==> config.mk <==
export PLATFORM = sky130hd
export DESIGN_NAME = sar_adc_ctrl
export DESIGN_NICKNAME = d
export VERILOG_FILES = /design/src/rtl/sar_adc_pkg.sv /design/src/rtl/sar_step_timer.sv /design/src/rtl/sar_code_reg.sv /design/src/rtl/sar_result_reg.sv /design/src/rtl/sar_adc_ctrl.sv
export SDC_FILE = /design/constraint.sdc
export NUM_CORES = 1
export LEC_CHECK = 0
export BUFFER_PORTS_ARGS = -buffer_cell sky130_fd_sc_hd__buf_2
export CAP_MARGIN = 10
export CORE_MARGIN = 3
export CORE_UTILIZATION = 54
export CTS_CLUSTER_SIZE = 14
export DETAILED_ROUTE_END_ITERATION = 8
export PLACE_DENSITY_LB_ADDON = 0.25
export SYNTH_ARGS = -nofsm -noshare
export SYNTH_HDL_FRONTEND = slang
export SYNTH_SLANG_ARGS = --single-unit
==> constraint.sdc <==
create_clock -name clk -period 2.1 [get_ports clk]
set_input_delay 0.315 -clock clk [delete_from_list [all_inputs] [get_ports clk]]
set_output_delay 0.315 -clock clk [all_outputs]
set_load 0.01 [all_outputs]
==> src/rtl/sar_adc_pkg.sv <==
package sar_adc_pkg;
  typedef enum logic [1:0] {
    ST_IDLE   = 2'd0,
    ST_SAMPLE = 2'd1,
    ST_TRIAL  = 2'd2,
    ST_DONE   = 2'd3
  } sar_state_e;

  function automatic int unsigned max2(input int unsigned a, input int unsigned b);
    return (a > b) ? a : b;
  endfunction
endpackage

==> src/rtl/sar_step_timer.sv <==
module sar_step_timer #(
  parameter int unsigned CW = 4
) (
  input  logic          clk,
  input  logic          rst_n,
  input  logic          load,
  input  logic [CW-1:0] load_val,
  output logic          zero
);
  logic [CW-1:0] cnt_q, cnt_d;

  always_comb begin
    cnt_d = cnt_q;
    if (load)
      cnt_d = load_val;
    else if (cnt_q != '0)
      cnt_d = cnt_q - 1'b1;
  end

  always_ff @(posedge clk or negedge rst_n) begin
    if (!rst_n) cnt_q <= '0;
    else        cnt_q <= cnt_d;
  end

  assign zero = (cnt_q == '0);
endmodule

==> src/rtl/sar_code_reg.sv <==
module sar_code_reg #(
  parameter int unsigned WIDTH = 8
) (
  input  logic             clk,
  input  logic             rst_n,
  input  logic             start,
  input  logic             step,
  input  logic             cmp_hi,
  output logic [WIDTH-1:0] trial,
  output logic [WIDTH-1:0] resolved,
  output logic             last_bit
);
  localparam logic [WIDTH-1:0] MSB_ONLY = {1'b1, {(WIDTH-1){1'b0}}};

  logic [WIDTH-1:0] trial_q, trial_d;
  logic [WIDTH-1:0] ptr_q, ptr_d;

  // The bit under test is cleared when the DAC lands above the held input.
  assign resolved = cmp_hi ? (trial_q & ~ptr_q) : trial_q;

  always_comb begin
    trial_d = trial_q;
    ptr_d   = ptr_q;
    if (start) begin
      trial_d = MSB_ONLY;
      ptr_d   = MSB_ONLY;
    end else if (step) begin
      ptr_d   = ptr_q >> 1;
      trial_d = resolved | (ptr_q >> 1);
    end
  end

  always_ff @(posedge clk or negedge rst_n) begin
    if (!rst_n) begin
      trial_q <= '0;
      ptr_q   <= '0;
    end else begin
      trial_q <= trial_d;
      ptr_q   <= ptr_d;
    end
  end

  assign trial    = trial_q;
  assign last_bit = ptr_q[0];
endmodule

==> src/rtl/sar_result_reg.sv <==
module sar_result_reg #(
  parameter int unsigned WIDTH = 8
) (
  input  logic             clk,
  input  logic             rst_n,
  input  logic             load,
  input  logic             bipolar,
  input  logic [WIDTH-1:0] code,
  output logic [WIDTH-1:0] data
);
  logic [WIDTH-1:0] data_q, data_d, fmt;

  // Mid-scale becomes zero: flip the top bit for the signed view.
  assign fmt = bipolar ? {~code[WIDTH-1], code[WIDTH-2:0]} : code;

  always_comb begin
    data_d = data_q;
    if (load) data_d = fmt;
  end

  always_ff @(posedge clk or negedge rst_n) begin
    if (!rst_n) data_q <= '0;
    else        data_q <= data_d;
  end

  assign data = data_q;
endmodule

==> src/rtl/sar_adc_ctrl.sv <==
module sar_adc_ctrl #(
  parameter int unsigned WIDTH      = 8,
  parameter int unsigned SAMPLE_CYC = 4,
  parameter int unsigned SETTLE_CYC = 3
) (
  input  logic             clk,
  input  logic             rst_n,
  input  logic             go,
  input  logic             bipolar,
  input  logic             cmp_hi,
  output logic             sample,
  output logic [WIDTH-1:0] dac_code,
  output logic             busy,
  output logic             done,
  output logic [WIDTH-1:0] data
);
  import sar_adc_pkg::*;

  localparam int unsigned TMAX = max2(SAMPLE_CYC, SETTLE_CYC);
  localparam int unsigned CW   = $clog2(TMAX + 1);
  localparam logic [CW-1:0] SAMP_LOAD = CW'(SAMPLE_CYC - 1);
  localparam logic [CW-1:0] SETL_LOAD = CW'(SETTLE_CYC - 1);

  sar_state_e state_q, state_d;
  logic bip_q, bip_d;
  logic tmr_load, tmr_zero;
  logic [CW-1:0] tmr_val;
  logic code_start, code_step, res_load, last_bit;
  logic [WIDTH-1:0] trial, resolved;

  always_comb begin
    state_d    = state_q;
    bip_d      = bip_q;
    tmr_load   = 1'b0;
    tmr_val    = '0;
    code_start = 1'b0;
    code_step  = 1'b0;
    res_load   = 1'b0;
    unique case (state_q)
      ST_IDLE: begin
        if (go) begin
          state_d  = ST_SAMPLE;
          bip_d    = bipolar;
          tmr_load = 1'b1;
          tmr_val  = SAMP_LOAD;
        end
      end
      ST_SAMPLE: begin
        if (tmr_zero) begin
          state_d    = ST_TRIAL;
          code_start = 1'b1;
          tmr_load   = 1'b1;
          tmr_val    = SETL_LOAD;
        end
      end
      ST_TRIAL: begin
        if (tmr_zero) begin
          code_step = 1'b1;
          if (last_bit) begin
            state_d  = ST_DONE;
            res_load = 1'b1;
          end else begin
            tmr_load = 1'b1;
            tmr_val  = SETL_LOAD;
          end
        end
      end
      ST_DONE: state_d = ST_IDLE;
      default: state_d = ST_IDLE;
    endcase
  end

  always_ff @(posedge clk or negedge rst_n) begin
    if (!rst_n) begin
      state_q <= ST_IDLE;
      bip_q   <= 1'b0;
    end else begin
      state_q <= state_d;
      bip_q   <= bip_d;
    end
  end

  sar_step_timer #(.CW(CW)) timer_i (
    .clk      (clk),
    .rst_n    (rst_n),
    .load     (tmr_load),
    .load_val (tmr_val),
    .zero     (tmr_zero)
  );

  sar_code_reg #(.WIDTH(WIDTH)) code_i (
    .clk      (clk),
    .rst_n    (rst_n),
    .start    (code_start),
    .step     (code_step),
    .cmp_hi   (cmp_hi),
    .trial    (trial),
    .resolved (resolved),
    .last_bit (last_bit)
  );

  sar_result_reg #(.WIDTH(WIDTH)) result_i (
    .clk     (clk),
    .rst_n   (rst_n),
    .load    (res_load),
    .bipolar (bip_q),
    .code    (resolved),
    .data    (data)
  );

  assign sample   = (state_q == ST_SAMPLE);
  assign busy     = (state_q != ST_IDLE);
  assign done     = (state_q == ST_DONE);
  assign dac_code = trial;
endmodule

# == Word-level counts from Yosys, hierarchy flattened ==
# Cells that the tools add are included.
# W data, S select, Z words.
# op_classes
addsub,1
reduce_logical,8
eq_ne,7
n_bitwise,4
n_mux,28
# ops
operator,n
$mux W8,6
$mux W2,8
$mux W1,9
$and A8 B8 Y8,1
$not A8 Y8,1
$or A8 B7 Y8,1
$pmux W2 S4,1
$mux W3,2
$ne A2 B1 Y1 const B,3
$pmux W2 S3,1
$reduce_bool A2 Y1,3
$eq A2 B2 Y1 const B,2
$reduce_and A4 Y1,1
$logic_not A3 Y1,1
$pmux W1 S3,1
$reduce_bool A3 Y1,1
$sub A3 B1 Y3 const B,1
$eq A2 B1 Y1 const B,1
$logic_not A2 Y1,1
$ne A2 B2 Y1 const B,1
$reduce_and A2 Y1,1
$not A1 Y1,1
# totals
wordCells,54
out_inout_bits,19
inputBits,5
reg_bits,30

# == Depth between registers and ports, before layout ==
# logic_depth
word_depth,6
depth_mapped,6
mapped_depth_nobuf,5

# == Hierarchy ==
# From an unflattened synthesis, not the netlist that was laid out.
# unflattened
cells_unflattened,139
hier_area_um2,1594.0
# by_module_without_submodules
mod,area_per_inst_um2,instances,seq_area_each_um2,cells_per_inst
sar_code_reg,785.8,1,400.4,70
sar_result_reg,334.1,1,200.2,19
sar_adc_ctrl,274.0,1,75.1,29
sar_step_timer,200.2,1,75.1,21

# == Worst setup path after synthesis ==
# OpenSTA, ideal clock, no wires.
# synth_path
path_kind,register -> register
start,register timer_i.cnt_q[0]
end,register state_q[1]
path_slack_ps,485
synth_period_minus_slack_ps,1615
required_ps,1973
stages_incl_launch_ff,6
setup_ps,127
n_path_buf,0
arrival_ps,1487
cell_sequence,dfrtp_1 -> inv_1 -> ha_1 -> nand2b_1 -> a222oi_1 -> mux2_1
# synth_via
elab_chain_len,3
elab_cells_between_ends,4
cone_classes,2 x eq/ne; 2 x reduce/logical
# synth_lines
item,line,source
start: declaration,sar_step_timer.sv:10,"logic [CW-1:0] cnt_q, cnt_d;"
start signal: assignment,sar_step_timer.sv:22,else cnt_q <= cnt_d;
$logic_not A3 Y1 *,sar_step_timer.sv:25,assign zero = (cnt_q == '0);
$ne A2 B1 Y1 (no line),n/a,
$reduce_and A4 Y1 (no line) *,n/a,
end signal: assignment,sar_adc_ctrl.sv:78,state_q <= state_d;
end: declaration,sar_adc_ctrl.sv:24,"sar_state_e state_q, state_d;"
# Every way passes the cells marked *; elsewhere a longest branch is shown, timed or not.
# A chain may end at the register's enable or synchronous reset.

# == Worst setup path in the final report ==
# Same ends and word-level chain as after synthesis.

==> flow_summary_export.csv <==
group,metric,value,unit
setup_path,crit_path_end_kind,"flop",
timing,clock.fmax,561,MHz
synth,netlist_instances,131,
timing,slew_violations,0,
routing,antenna_left,0,
setup_path,cp.arrival,2.00,ns
layout,nNetsFinal,169,
cts,cts_buffers,5,
routing,drt_iter0_drc,25,
routing,routed_wl,2730,um
timing,rsz0062_at_grt,"false",
synth,yosys.area_share.simple,16.3,%
place,dp_cells,179,
cts,cts_resized,0,
timing,slew_headroom,56.6,%
pwr,power,1.99,mW
synth,synth_top_family_by_area,"compound AO/OA/AOI/OAI gates",
synth,synth_nets,142,
floorplan,initial_utilization,59.1,%
place,numPortBuffers,23,
cts,clock_path_buffers,2,
pwr,p_leak,0.774,nW
cts,hold_buffers,0,
routing,drc,0,
synth,synth_compound_area_share,17.1,%
synth,ys_seq_elements,30,
run_status,status,"completed",
global_routing,antenna_found_initial,0,
floorplan,row_count,17,
setup_path,slowest_stage,"a222oi_1",
synth,synth.yosys.seq_area_share,54.8,%
cts,clk_pin_slew,0.09,ns
layout,final_cell_count_no_fill,187,
cts,cts_tree,"built",
pwr,irDropWorstVdd,0.000828,V
setup_path,crit_path_start_kind,"flop",
global_routing,grt_max_degree,31,
timing,setup_viol,0,
layout,antennaDiodeCount,0,
place,dp_hpwl,1950,um
global_routing,grt_overflow,0,
global_routing,grt_pass1_wl,4680,um
cts,cts_max_level,2,
routing,route.vias.total,1043,
worst_hold_path,min_path_type,"in -> async",
timing,finalCritPeriodShare,84.8,%
synth,synth.mux.area_fraction,2.37,%
layout,layout_commonest_cell,"nand2_1",
layout,nFillCells,183,
cts,cts.sinks,30,
timing,tns,0,ns
setup_path,cpPeakStageDelay,0.42,ns
setup_path,critPathRequiredTime,2.32,ns
layout,final_layout_size_suffix_gt1_share,22.0,%
layout,multiInputGateArea,577,um^2
floorplan,ios,24,
timing,hold_viol,0,
layout,most-common-layout-cells,"nand2_1 (35), dfrtp_1 (30), buf_2 (23)",
synth,synthDistinctLibCells,28,
routing,drtPass1Iterations,4,
floorplan,die_h,56.4,um
synth,synth_area,1370,um^2
cts,insertion_delay,0.34,ns
place,gp_congestion,0.709,
routing,routed_via_density,5.58,
cts,cts_setup_buffers,0,
pwr,powerDensity,1260,nW/um^2
global_routing,grt_pass1_vias,1007,
timing,clock_skew,0.00882,ns
floorplan,core,2320,um^2
setup_path,cp_cell_sequence,"inv_1 > ha_1 > nand2b_1 > a222oi_1 > mux2_1",
timing,finalCriticalPeriod,1.78,ns
cts,cts_root_buffer,"clkbuf_4",
layout,syn2layout_area_growth,14.7,%
setup_path,path_max_fanout,7,
synth,yosysWarnings,0,
synth,synthXorXnorAreaFrac,0.639,%
routing,wl_per_cell,14.6,um
global_routing,grt_usage,19.3,%
synth,postSynthAreaPerCell,10.5,um^2
floorplan,dieWidth,56.4,um
synth,synth_fa_ha_area_share,5.48,%
job,cap_violations,0,
layout,regArea,751,um^2
floorplan,die_area,3180,um^2
timing,tightestPinTransition,0.651,ns
setup_path,crit_type,"reg -> reg",
[critical path, delay by kind of cell (launching register included)]
kind | cells | cell delay [ns]
adder cells (fa/ha/maj) | 1 | 0.26
buffers and inverters | 1 | 0.09
AND/OR/NAND/NOR | 1 | 0.13
AO/OA/AOI/OAI | 1 | 0.42
multiplexers | 1 | 0.37
flip-flops | 1 | 0.40
[state kept, by name, summed over array words and instances, names as in the netlist]
register,count
bip_q,1
result_i.data,8
code_i.ptr_q,8
code_i.trial,8
state_q,2
timer_i.cnt_q,3
[worst paths after layout]
| kind | from | endpoint | slack (ns) | cells after the start |
|---|---|---|---|---|
| max in group asynchronous | rst_n | result_i.data[1] | 1.68 | 1 |
| min reg2reg | result_i.data[0] | result_i.data[0] | 0.48 | 2 |
| max | timer_i.cnt_q[0] | state_q[1] | 0.32 | 5 |
| max reg2reg | timer_i.cnt_q[0] | state_q[1] | 0.32 | 5 |
| min | rst_n | code_i.ptr_q[7] | 0.001 | 1 |
| min in group clk | bipolar | bip_q | 0.22 | 2 |
[cell usage after synthesis]
cell type / number / area, um^2
nand2_1: 35 / 131
dfrtp_1: 30 / 751
a22o_1: 8 / 70.1
o21ai_0: 8 / 40.0
a32o_1: 7 / 70.1
inv_1: 7 / 26.3
nor2_1: 7 / 26.3
ha_1: 6 / 75.1
buf_2: 3 / 15.0
nand3b_1: 2 / 15.0
a211o_1: 1 / 8.76
a21boi_0: 1 / 7.51
a21oi_1: 1 / 5.00
a221oi_1: 1 / 8.76
a222oi_1: 1 / 10.0
a2bb2oi_1: 1 / 8.76
and2b_2: 1 / 8.76
and3b_1: 1 / 8.76
and4b_2: 1 / 11.3
clkbuf_1: 1 / 3.75
mux2_1: 1 / 11.3
mux2_2: 1 / 11.3
mux2i_1: 1 / 10.0
nand2b_1: 1 / 6.26
nand4b_1: 1 / 8.76
nor3b_1: 1 / 7.51
o21ai_1: 1 / 5.00
xnor2_1: 1 / 8.76
[through the flow]
stage                     area (um^2)  worst slack, ns  utilization (%)  hold WS (ns)
after CTS                        1570            0.180             67.7        0.0159
after detailed placement         1510            0.200             65.1         0.382
after floorplan                  1370            0.485                -        0.0194
final                            1570            0.319             67.8       0.00129
after global placement           1510            0.313             65.1         0.373
after global routing             1570            0.185             67.8        0.0383
[layout make-up]
type                            instances  share of cell area, %
Clock inverter                          1                  0.318
Tap cell                               28                   2.23
Inverter                                7                   1.67
Multi-Input combinational cell         90                   36.7
Sequential cell                        30                   47.8
Timing Repair Buffer                   24                   7.80
Clock buffer                            7                   3.50
[cell families (layout without fill, tap and decap cells)]
family,after synthesis,after routing
multiplexers,3,3
AND/OR/NAND/NOR,50,50
adder cells (fa/ha/maj),6,6
XOR/XNOR,1,1
buffers and inverters,11,39
AO/OA/AOI/OAI,30,30
flip-flops,30,30
[report_power, final]
group,total (mW),switching [mW],internal [mW]
clock network,0.360,0.198,0.162
registers,0.867,0.136,0.731
logic,0.760,0.407,0.354
[per-layer routing]
layer  track usage, %  wire (um)
met1             26.4       1350
met2             27.5       1170
met3             6.21        157
met4             9.15         49
met5                0          0
Note: power is estimated with default switching activity, not from simulation.
